File: src/rtl/hsb_pkg.sv
package hsb_pkg;
  // Path kinds; value matches the host read/write select encoding
  localparam logic KIND_WR = 1'b0;
  localparam logic KIND_RD = 1'b1;

  function automatic int cnt_width(input int lat);
    return (lat < 2) ? 1 : $clog2(lat + 1);
  endfunction
endpackage

File: src/rtl/hsb_strobe_sync.sv
module hsb_strobe_sync #(
  parameter int AW = 4,
  parameter int DW = 8
) (
  input  logic          clk,
  input  logic          rst,
  input  logic          stb_i,
  input  logic          rnw_i,
  input  logic [AW-1:0] addr_i,
  input  logic [DW-1:0] data_i,
  output logic          req_o,
  output logic          rnw_o,
  output logic [AW-1:0] addr_o,
  output logic [DW-1:0] data_o
);
  localparam int BUSW = 1 + AW + DW;

  logic            meta_q, sync_q, prev_q;
  logic [BUSW-1:0] bus_q1, bus_q2;

  always_ff @(posedge clk) begin
    if (rst) begin
      meta_q <= 1'b0;
      sync_q <= 1'b0;
      prev_q <= 1'b0;
      bus_q1 <= '0;
      bus_q2 <= '0;
    end else begin
      meta_q <= stb_i;
      sync_q <= meta_q;
      prev_q <= sync_q;
      bus_q1 <= {rnw_i, addr_i, data_i};
      bus_q2 <= bus_q1;
    end
  end

  // rising edge of the synchronized strobe, aligned with bus_q2
  assign req_o = sync_q & ~prev_q;
  assign {rnw_o, addr_o, data_o} = bus_q2;
endmodule

File: src/rtl/hsb_cycle_path.sv
module hsb_cycle_path #(
  parameter int PW  = 12,
  parameter int LAT = 3
) (
  input  logic          clk,
  input  logic          rst,
  input  logic          req_i,
  input  logic [PW-1:0] pay_i,
  output logic          en_o,
  output logic [PW-1:0] pay_o,
  output logic          busy_o,
  output logic          ovf_o
);
  localparam int CW = hsb_pkg::cnt_width(LAT);
  localparam logic [CW-1:0] LAST = CW'(LAT - 1);

  logic          busy_q, hold_v_q, en_q, ovf_q;
  logic [CW-1:0] cnt_q;
  logic [PW-1:0] cur_q, hold_q, out_q;
  logic          done, take;

  assign done = busy_q && (cnt_q == LAST);
  assign take = !busy_q || done;

  always_ff @(posedge clk) begin
    if (rst) begin
      busy_q   <= 1'b0;
      hold_v_q <= 1'b0;
      en_q     <= 1'b0;
      ovf_q    <= 1'b0;
      cnt_q    <= '0;
      cur_q    <= '0;
      hold_q   <= '0;
      out_q    <= '0;
    end else begin
      en_q  <= done;
      ovf_q <= 1'b0;
      if (done) out_q <= cur_q;
      if (take) begin
        cnt_q <= '0;
        if (hold_v_q) begin
          cur_q    <= hold_q;
          busy_q   <= 1'b1;
          hold_v_q <= req_i;
          if (req_i) hold_q <= pay_i;
        end else if (req_i) begin
          cur_q  <= pay_i;
          busy_q <= 1'b1;
        end else begin
          busy_q <= 1'b0;
        end
      end else begin
        cnt_q <= cnt_q + 1'b1;
        if (req_i) begin
          if (hold_v_q) begin
            ovf_q <= 1'b1;
          end else begin
            hold_v_q <= 1'b1;
            hold_q   <= pay_i;
          end
        end
      end
    end
  end

  assign en_o   = en_q;
  assign pay_o  = out_q;
  assign busy_o = busy_q;
  assign ovf_o  = ovf_q;
endmodule

File: src/rtl/hsb_read_return.sv
module hsb_read_return #(
  parameter int          AW        = 4,
  parameter int          DW        = 8,
  parameter int          NBUF      = 4,
  parameter int unsigned STAT_ADDR = 15,
  parameter bit          RDY_EN    = 1'b1
) (
  input  logic            clk,
  input  logic            rst,
  input  logic            rd_en,
  input  logic [AW-1:0]   rd_addr,
  input  logic [DW-1:0]   rd_data,
  input  logic [NBUF-1:0] buf_ready,
  input  logic [AW-1:0]   host_addr,
  output logic [DW-1:0]   host_rdata,
  output logic            host_rdy
);
  localparam int BW = (NBUF > 1) ? $clog2(NBUF) : 1;

  logic [DW-1:0] rdata_q;

  always_ff @(posedge clk) begin
    if (rst) begin
      rdata_q <= '0;
    end else if (rd_en) begin
      if (rd_addr == AW'(STAT_ADDR)) rdata_q <= DW'(buf_ready);
      else                           rdata_q <= rd_data;
    end
  end
  assign host_rdata = rdata_q;

  generate
    if (RDY_EN) begin : g_rdy
      logic rdy_q;
      always_ff @(posedge clk) begin
        if (rst)                          rdy_q <= 1'b0;
        else if (host_addr < AW'(NBUF))   rdy_q <= buf_ready[host_addr[BW-1:0]];
        else                              rdy_q <= 1'b1;
      end
      assign host_rdy = rdy_q;
    end else begin : g_nordy
      assign host_rdy = 1'b0;
    end
  endgenerate
endmodule

File: src/rtl/host_strobe_if.sv
module host_strobe_if #(
  parameter int          AW        = 4,
  parameter int          DW        = 8,
  parameter int          NBUF      = 4,
  parameter int          LAT       = 3,
  parameter int unsigned STAT_ADDR = 15,
  parameter bit          RDY_EN    = 1'b1
) (
  input  logic            clk,
  input  logic            rst,
  input  logic            host_stb,
  input  logic            host_rnw,
  input  logic [AW-1:0]   host_addr,
  input  logic [DW-1:0]   host_wdata,
  output logic [DW-1:0]   host_rdata,
  output logic            host_rdy,
  input  logic [NBUF-1:0] buf_ready,
  output logic            reg_wr_en,
  output logic [AW-1:0]   reg_wr_addr,
  output logic [DW-1:0]   reg_wr_data,
  output logic            reg_rd_en,
  output logic [AW-1:0]   reg_rd_addr,
  input  logic [DW-1:0]   reg_rd_data
);
  import hsb_pkg::*;

  localparam int WPW = AW + DW;

  logic          sync_req, sync_rnw;
  logic [AW-1:0] sync_addr;
  logic [DW-1:0] sync_data;
  logic          wr_req, rd_req;
  logic          wr_busy, rd_busy, wr_ovf, rd_ovf;

  hsb_strobe_sync #(.AW(AW), .DW(DW)) u_sync (
    .clk(clk), .rst(rst),
    .stb_i(host_stb), .rnw_i(host_rnw), .addr_i(host_addr), .data_i(host_wdata),
    .req_o(sync_req), .rnw_o(sync_rnw), .addr_o(sync_addr), .data_o(sync_data)
  );

  assign wr_req = sync_req && (sync_rnw == KIND_WR);
  assign rd_req = sync_req && (sync_rnw == KIND_RD);

  hsb_cycle_path #(.PW(WPW), .LAT(LAT)) u_wr_path (
    .clk(clk), .rst(rst), .req_i(wr_req), .pay_i({sync_addr, sync_data}),
    .en_o(reg_wr_en), .pay_o({reg_wr_addr, reg_wr_data}),
    .busy_o(wr_busy), .ovf_o(wr_ovf)
  );

  hsb_cycle_path #(.PW(AW), .LAT(LAT)) u_rd_path (
    .clk(clk), .rst(rst), .req_i(rd_req), .pay_i(sync_addr),
    .en_o(reg_rd_en), .pay_o(reg_rd_addr),
    .busy_o(rd_busy), .ovf_o(rd_ovf)
  );

  hsb_read_return #(
    .AW(AW), .DW(DW), .NBUF(NBUF), .STAT_ADDR(STAT_ADDR), .RDY_EN(RDY_EN)
  ) u_ret (
    .clk(clk), .rst(rst), .rd_en(reg_rd_en), .rd_addr(reg_rd_addr),
    .rd_data(reg_rd_data), .buf_ready(buf_ready), .host_addr(host_addr),
    .host_rdata(host_rdata), .host_rdy(host_rdy)
  );
endmodule

File: config.mk
export PLATFORM = sky130hd
export DESIGN_NAME = host_strobe_if
export DESIGN_NICKNAME = d
export VERILOG_FILES = /design/src/rtl/hsb_pkg.sv /design/src/rtl/hsb_strobe_sync.sv /design/src/rtl/hsb_cycle_path.sv /design/src/rtl/hsb_read_return.sv /design/src/rtl/host_strobe_if.sv
export SDC_FILE = /design/constraint.sdc
export NUM_CORES = 1
export LEC_CHECK = 0
export BUFFER_PORTS_ARGS = -buffer_cell sky130_fd_sc_hd__buf_4
export CAP_MARGIN = 20
export CORE_ASPECT_RATIO = 1.5
export CORE_MARGIN = 4
export CORE_UTILIZATION = 55
export DETAILED_ROUTE_END_ITERATION = 6
export GPL_TIMING_DRIVEN = 1
export PLACE_DENSITY = 0.78
export SETUP_SLACK_MARGIN = 0.5
export SYNTH_ARGS = -nofsm -noshare
export SYNTH_HDL_FRONTEND = slang
export SYNTH_SLANG_ARGS = --single-unit
File: constraint.sdc
create_clock -name clk -period 1.8 [get_ports clk]
set_input_delay 0.09 -clock clk [delete_from_list [all_inputs] [get_ports clk]]
set_output_delay 0.09 -clock clk [all_outputs]
set_load 0.02 [all_outputs]
==> impl_metrics.py, run 1 <==
metrics = {
    "run_status": {
        "status": "complete, no violations",
    },
    "pwr": {
        "seqPwrFrac_pct": 57.8,
        "p_int_mw": 2.98,
        "ir_drop_mv": 0.781,
        "finalPower_mw": 3.80,
        "pwr-share-comb_pct": 6.2,
        "switchingPower_uw": 817,
        "switching_share_pct": 21.5,
        "leakagePower_nw": 1.67,
        "power.density_nw_per_um2": 844,
        "pwr-share-clk_pct": 36.0,
    },
    "layout": {
        "area_delta_synth_final_pct": 27.7,
        "final.fill_count": 472,
        "diodes": 0,
        "final_nets": 454,
        "final_cell_mix": "dfxtp_1, buf_4, nor2b_1",
        "final_common_cell": "dfxtp_1",
        "final_layout_size_suffix_gt1_share_pct": 25.4,
        "final_cells": 503,
        "postLayoutCoreUtil_pct": 72.9,
    },
    "logic_synthesis": {
        "synthMuxAreaShare_pct": 9.72,
        "synth-simple-area-share_pct": 21.3,
        "synth.distinct_cells": 32,
        "yosysSeqAreaShare_pct": 54.5,
        "synth-xor-area-share_pct": 0.497,
        "synth_edf_count": 0,
        "ys_ff_latch": 96,
        "synth_warnings": 0,
        "syn_area_per_cell_um2": 10.0,
        "syn_area_um2": 3530,
        "synth_compound_area_share_pct": 9.26,
        "syn_nets": 382,
        "async_flop_share_pct": 0,
        "syn_inst": 352,
        "synthAdderAreaFrac_pct": 0.993,
        "synthFlopType": "dfxtp_1",
        "synth_top_family_by_area": "simple AND/OR/NAND/NOR gates",
    },
    "placed_design": {
        "dp.cells": 462,
        "gp_congestion": 0.740,
        "port_buffers": 54,
        "hpwl_um": 3990,
    },
    "floorplanning": {
        "initial_core_util_pct": 57.1,
        "die_area_um2": 7780,
        "num_rows": 35,
        "fp.dieH_um": 106,
        "io_pins": 55,
        "fp.coreArea_um2": 6170,
        "die_x_um": 73.4,
    },
    "global_routing": {
        "antenna_found_initial": 0,
        "overflow": 0,
        "busiest_layer": "met2",
        "grt_use_total_pct": 17.8,
        "grt_pass1_vias": 2420,
        "grt_pass1_wl_um": 11100,
        "grt_max_degree": 48,
        "use_met1_pct": 23.0,
        "grt_use_met2_pct": 28.7,
        "use_met3_pct": 3.60,
    },
    "hold_path": {
        "holdCritPathClass": "input port to flop",
    },
    "sta": {
        "slew_violations": 0,
        "worst_pin_slew_ns": 0.488,
        "min_period_ns": 1.41,
        "max_freq_mhz": 708,
        "rsz0062_at_grt": "yes",
        "finalSetupViolCount": 0,
        "fin_crit_sh_pct": 78.4,
        "clock_skew_ns": 0.00832,
        "slew_headroom_pct": 67.5,
        "hold_violations": 0,
        "setup_tns_ns": 0,
    },
    "route": {
        "drt_iter0_drc": 134,
        "finalWirelength_um": 6470,
        "vias": 2525,
        "via_per_inst": 5.02,
        "drc": 0,
        "drt.antenna.violating_nets": 0,
        "wl_per_cell_um": 12.9,
        "first_pass_iters": 4,
    },
    "setup_path": {
        "critPathArrivalTime_ns": 1.69,
        "crit_type": "flop to flop",
        "cp.required_ns": 2.07,
        "crit_path_start_kind": "flop",
        "cpMaxStageDelayCell": "dfxtp_2",
        "cpPeakStageDelay_ns": 0.34,
        "cp_max_fo": 6,
        "end_kind": "flop",
        "crit_chain": "inv_2, ha_4, nand2b_4, xnor2_2, and2_4, buf_8, mux2i_1",
    },
    "clock_tree": {
        "clkTransAtPathRegs_ns": 0.09,
        "tritoncts": "done",
        "cts.htree.levels": 3,
        "clock_path_buffers": 2,
        "cts_made_buffers": 9,
        "clock-sinks": 96,
        "worstSkewPairLatency_ns": 0.35,
        "cts-root-buf": "clkbuf_8",
    },
    "flow_run": {
        "maxCapViolCount": 0,
    },
}
[per-stage QoR]
stage	area (µm²)	worst slack (ns)	hold WS [ns]
2_1_floorplan	3550	0.422	0.214
3_3_place_gp	3970	0.391	0.299
3_5_place_dp	3970	0.320	0.305
4_1_cts	4470	0.372	0.0876
5_1_grt	4500	0.291	0.0904
6_report	4500	0.388	0.104
[kinds of logic (layout without fill, tap and decap cells)]
logic type / Yosys count / count (layout)
buffers and inverters: 25 / 102
AO/OA/AOI/OAI: 53 / 53
multiplexers: 33 / 33
adder cells (fa/ha/maj): 3 / 3
AND/OR/NAND/NOR: 140 / 140
flip-flops: 96 / 96
XOR/XNOR: 2 / 2
[what timing repair did]
action / 4_1_cts / 5_1_grt
endpoints found under the setup margin: 37 / 41
cloned: 1 / 0
hold buffers: 18 / 0
pin swaps: 9 / 2
resized for setup: 23 / 8
hold endpoints to repair: 19 / 0
buffers inserted: 5 / 1
[synthesized netlist by cell type, types with 2 or more instances]
library cell,count,area (µm²)
nor2b_1,33,206
mux2i_1,32,320
clkbuf_1,12,45.0
buf_6,2,22.5
xnor2_1,2,17.5
a211oi_1,20,150
inv_1,3,11.3
buf_2,6,30.0
a21oi_1,21,105
nand2_1,31,116
dfxtp_1,96,1920
nor2_1,25,93.8
ha_1,2,25.0
nor3_1,6,30.0
and2_1,2,12.5
nand2b_1,28,175
o21ai_0,8,40.0
nand2b_4,2,27.5
nand3_1,8,40.0
[routing by layer]
metal  vias to the layer above  share of wire [%]
met1                      1157                 44
met4                         0                1.9
met5                         -                  0
met2                        38                 51
met3                        11                3.3
li1                       1319                  -
[sequential cells by signal (all words and copies together) (netlist names), 2 cells and up]
name	count
u_rd_path.cnt_q	2
u_rd_path.cur_q	4
u_rd_path.hold_q	4
u_rd_path.pay_o	4
u_ret.host_rdata	8
u_sync.bus_q1	13
u_sync.bus_q2	13
u_wr_path.cnt_q	2
u_wr_path.cur_q	12
u_wr_path.hold_q	12
u_wr_path.pay_o	12
[path summary, 6_finish.rpt]
path	start	end	slack [ns]	cells after the start
worst max-delay path	u_wr_path.cnt_q[0]	u_wr_path.hold_q[9]	0.39	7
worst min-delay path	reg_rd_data[1]	u_ret.host_rdata[1]	0.10	3
worst max register to register	u_wr_path.cnt_q[0]	u_wr_path.hold_q[9]	0.39	7
worst min register to register	u_rd_path.cnt_q[0]	u_rd_path.cnt_q[0]	0.41	1
[critical path: cells and delay by family (launching register included)]
kind	cells	cell delay, ns
simple gates	2	0.34
flops	1	0.34
fa+ha+maj	1	0.15
buf+inv	2	0.17
xor+xnor	1	0.14
mux	1	0.18
[power groups by stage]
stage	Combinational, mW	Clock [mW]	Sequential, mW
global route	0.258	1.52	2.20
global placement	0.187	0	2.25
CTS	0.230	1.41	2.20
finish	0.234	1.37	2.20
detailed placement	0.191	0	2.25
floorplan	0.122	0	2.24
[area by class of cell]
cell class	count	area (µm²)	area share, %
Sequential cell	96	1930	42.8
Multi-Input combinational cell	231	1580	35.0
Timing Repair Buffer	83	699	15.5
Clock buffer	11	141	3.14
Tap cell	74	92.6	2.06
Clock inverter	5	56.3	1.25
Inverter	3	11.3	0.250
Power figures use the tool's default switching activity.
==> inputs of run 2 (changes only) <==
Settings changed: ABC_AREA set to 1, PLACE_DENSITY 0.78 to 0.77.
Clock period 1.8 ns to 1.3 ns, I/O delays scaled along.
==> run 2 against run 1 <==
  * The flow now finishes with violations (setup timing)
  * Synthesized cell count grew 40%
  * Largest power group unchanged
  * Sequential share of layout area decreased by 5.8 points
  * Largest cell class unchanged
  * Non-clock buffer count increased by 32
==> impl_metrics.py, run 2 <==
metrics = {
    "run_status": {
        "status": "finished, violations left",
        "violations": "setup timing",
    },
    "setup_path": {
        "cpPeakStageDelay_ns": 0.34,
        "cp.required_ns": 1.56,
        "end_kind": "flop",
        "rrSetupSlack_ns": -0.02,
        "cp_max_fo": 12,
        "crit_type": "flop to flop",
        "crit_path_start_kind": "flop",
        "cpMaxStageDelayCell": "dfxtp_2",
        "timing.rr.end": "u_wr_path.cur_q[3]",
        "critical-path-top-delay-family": "buffers and inverters",
        "critPathArrivalTime_ns": 1.58,
        "worstReg2RegStart": "u_wr_path.cnt_q[0]",
        "reg2regPathDepth": 9,
        "cp_num_buf_inv": 3,
        "crit_chain": "inv_2, ha_4, nor2_4, buf_12, nor2_4, clkbuf_16, nand2_1, nand2_1, nor2_1",
    },
    "route": {
        "first_pass_iters": 5,
        "drc": 0,
        "wl_per_cell_um": 15.1,
        "drt.antenna.violating_nets": 0,
        "vias": 3536,
        "finalWirelength_um": 10300,
        "via_per_inst": 5.20,
        "drt_iter0_drc": 259,
    },
    "sta": {
        "slew_violations": 0,
        "clock_skew_ns": 0.0156,
        "max_freq_mhz": 756,
        "min_period_ns": 1.32,
        "slew_headroom_pct": 83.3,
        "hold_violations": 0,
        "worst_pin_slew_ns": 0.250,
        "fin_crit_sh_pct": 102,
        "finalSetupViolCount": 6,
        "post-route-worst-setup-slack_ns": -0.0226,
        "rsz0062_at_grt": "yes",
    },
    "hold_path": {
        "hp-start": "rst",
        "min_path_cells": 2,
        "min_to": "u_rd_path.busy_o",
        "holdCritPathClass": "input port to flop",
    },
    "layout": {
        "area_delta_synth_final_pct": 46.7,
        "final_cells": 680,
        "diodes": 0,
        "final_layout_size_suffix_gt1_share_pct": 34.9,
        "top_regs": "u_sync.bus_q1: 13 flops, u_sync.bus_q2: 13 flops",
        "final_cell_area_um2": 5340,
        "final_common_cell": "nor2_1",
        "final_nets": 631,
        "final_cell_mix": "nor2_1, dfxtp_1, nand2_1",
    },
    "logic_synthesis": {
        "syn_inst": 493,
        "syn_nets": 523,
        "yosysMostFrequentCell": "nor2_1",
        "async_flop_share_pct": 0,
        "synth.distinct_cells": 23,
        "synthFlopType": "dfxtp_1",
        "yosysSeqAreaShare_pct": 52.8,
        "ys_ff_latch": 96,
        "synth_top_area_cell": "dfxtp_1",
        "syn_area_per_cell_um2": 7.39,
        "synthTopCellsByArea": "dfxtp_1, nor2_1, nand2_1, inv_1, a21oi_1",
        "synth_warnings": 0,
        "synth_edf_count": 0,
        "synth_common_cells": "nor2_1, dfxtp_1, nand2_1, inv_1, a21oi_1",
        "yosysTopAreaCellShare_pct": 52.8,
        "syn_area_um2": 3640,
    },
    "global_routing": {
        "grt_use_total_pct": 22.0,
        "grt_pass1_vias": 3077,
        "grt_pass1_wl_um": 13400,
        "antenna_found_initial": 0,
        "overflow": 0,
        "grt_max_degree": 55,
    },
    "floorplanning": {
        "fp.dieH_um": 108,
        "fp.coreArea_um2": 6490,
        "num_rows": 36,
        "die_area_um2": 8010,
        "initial_core_util_pct": 56.1,
        "die_x_um": 74.4,
        "io_pins": 55,
    },
    "clock_tree": {
        "tritoncts": "done",
        "clock-sinks": 96,
        "cts_made_buffers": 9,
        "clkTransAtPathRegs_ns": 0.09,
        "worstSkewPairLatency_ns": 0.36,
        "cts.htree.levels": 3,
        "clock_path_buffers": 2,
        "cts-root-buf": "clkbuf_8",
    },
    "pwr": {
        "leakagePower_nw": 2.40,
        "ir_drop_mv": 0.767,
        "power.density_nw_per_um2": 1010,
        "finalPower_mw": 5.38,
    },
    "placed_design": {
        "place_area_um2": 4180,
        "port_buffers": 54,
        "hpwl_um": 4290,
        "gp_congestion": 0.771,
        "place_ws_ns": -0.0618,
        "dp.cells": 606,
    },
    "flow_run": {
        "maxCapViolCount": 0,
    },
}
## run 2: changes by cell type in the layout (fill, tap and decap cells not counted), moves of 24 or more
cell / delta
nor2_1: +110
nor2b_1: -33
dfxtp_1: -29
nand2_1: +29
buf_6: +36
nand2b_1: -28
inv_1: +47
mux2i_1: -32
dfxtp_2: +24
## run 2: layer usage
layer	wire, µm	vias to the layer above	GRT usage (%)	part of all wire (%)
li1	-	1723	-	-
met1	3650	1581	23.7	36
met2	5610	191	39.2	55
met3	609	41	3.46	5.9
met4	406	0	12.6	3.9
met5	0	-	0	0
## run 2: cell type report
cell class              count  area (µm²)
fillers                   382        1150
well taps                  76        95.1
clock buffers              13         159
clock inverters             1        5.00
flip-flops and latches     96        1980
inverters                  62         248
repair buffers            115        1160
multi-input cells         317        1690
## run 2: how the worst max path moves through the flow
| stage | cells after the start | end | slack [ns] | startpoint |
|---|---|---|---|---|
| global route | 8 | u_wr_path.cur_q[10] | -0.09 | u_wr_path.cnt_q[0] |
| global placement | 6 | u_wr_path.hold_q[5] | 0.02 | u_wr_path.cnt_q[0] |
| floorplan | 9 | u_wr_path.hold_q[10] | 0.13 | u_wr_path.cnt_q[0] |
| CTS | 6 | u_wr_path.hold_q[7] | 0.05 | u_wr_path.cnt_q[0] |
| detailed placement | 6 | u_wr_path.hold_q[7] | -0.06 | u_wr_path.cnt_q[0] |
| finish | 9 | u_wr_path.cur_q[3] | -0.02 | u_wr_path.cnt_q[0] |
## run 2: logic make-up after synthesis
logic type | Yosys count | synth area share, %
buffers and inverters | 85 | 10.2
adders and majority gates | 2 | 0.687
and+or+nand+nor | 250 | 27.6
AOI/OAI and AO/OA | 60 | 8.80
DFF | 96 | 52.8
## run 2: through the flow
stage / setup TNS, ns / hold slack (ns) / utilization [%]
after floorplan: 0 / 0.172 / -
after global placement: 0 / 0.263 / 64.4
after detailed placement: -0.532 / 0.271 / 64.4
after CTS: 0 / 0.00758 / 76.8
after global routing: -1.21 / 0.0386 / 82.3
final: -0.0778 / 0.0303 / 82.3
## run 2: report_power, final
part / switching [mW] / internal, mW / total (mW)
registers: 0.0524 / 3.03 / 3.08
logic: 0.304 / 0.266 / 0.570
clock network: 0.955 / 0.779 / 1.73
## run 2: timing repair
action,in CTS,in global routing
hold endpoints to repair,22,0
pin swaps,13,23
cloned,3,4
hold buffers,25,0
resized for setup,99,46
buffers inserted,13,15
endpoints found under the setup margin,93,94
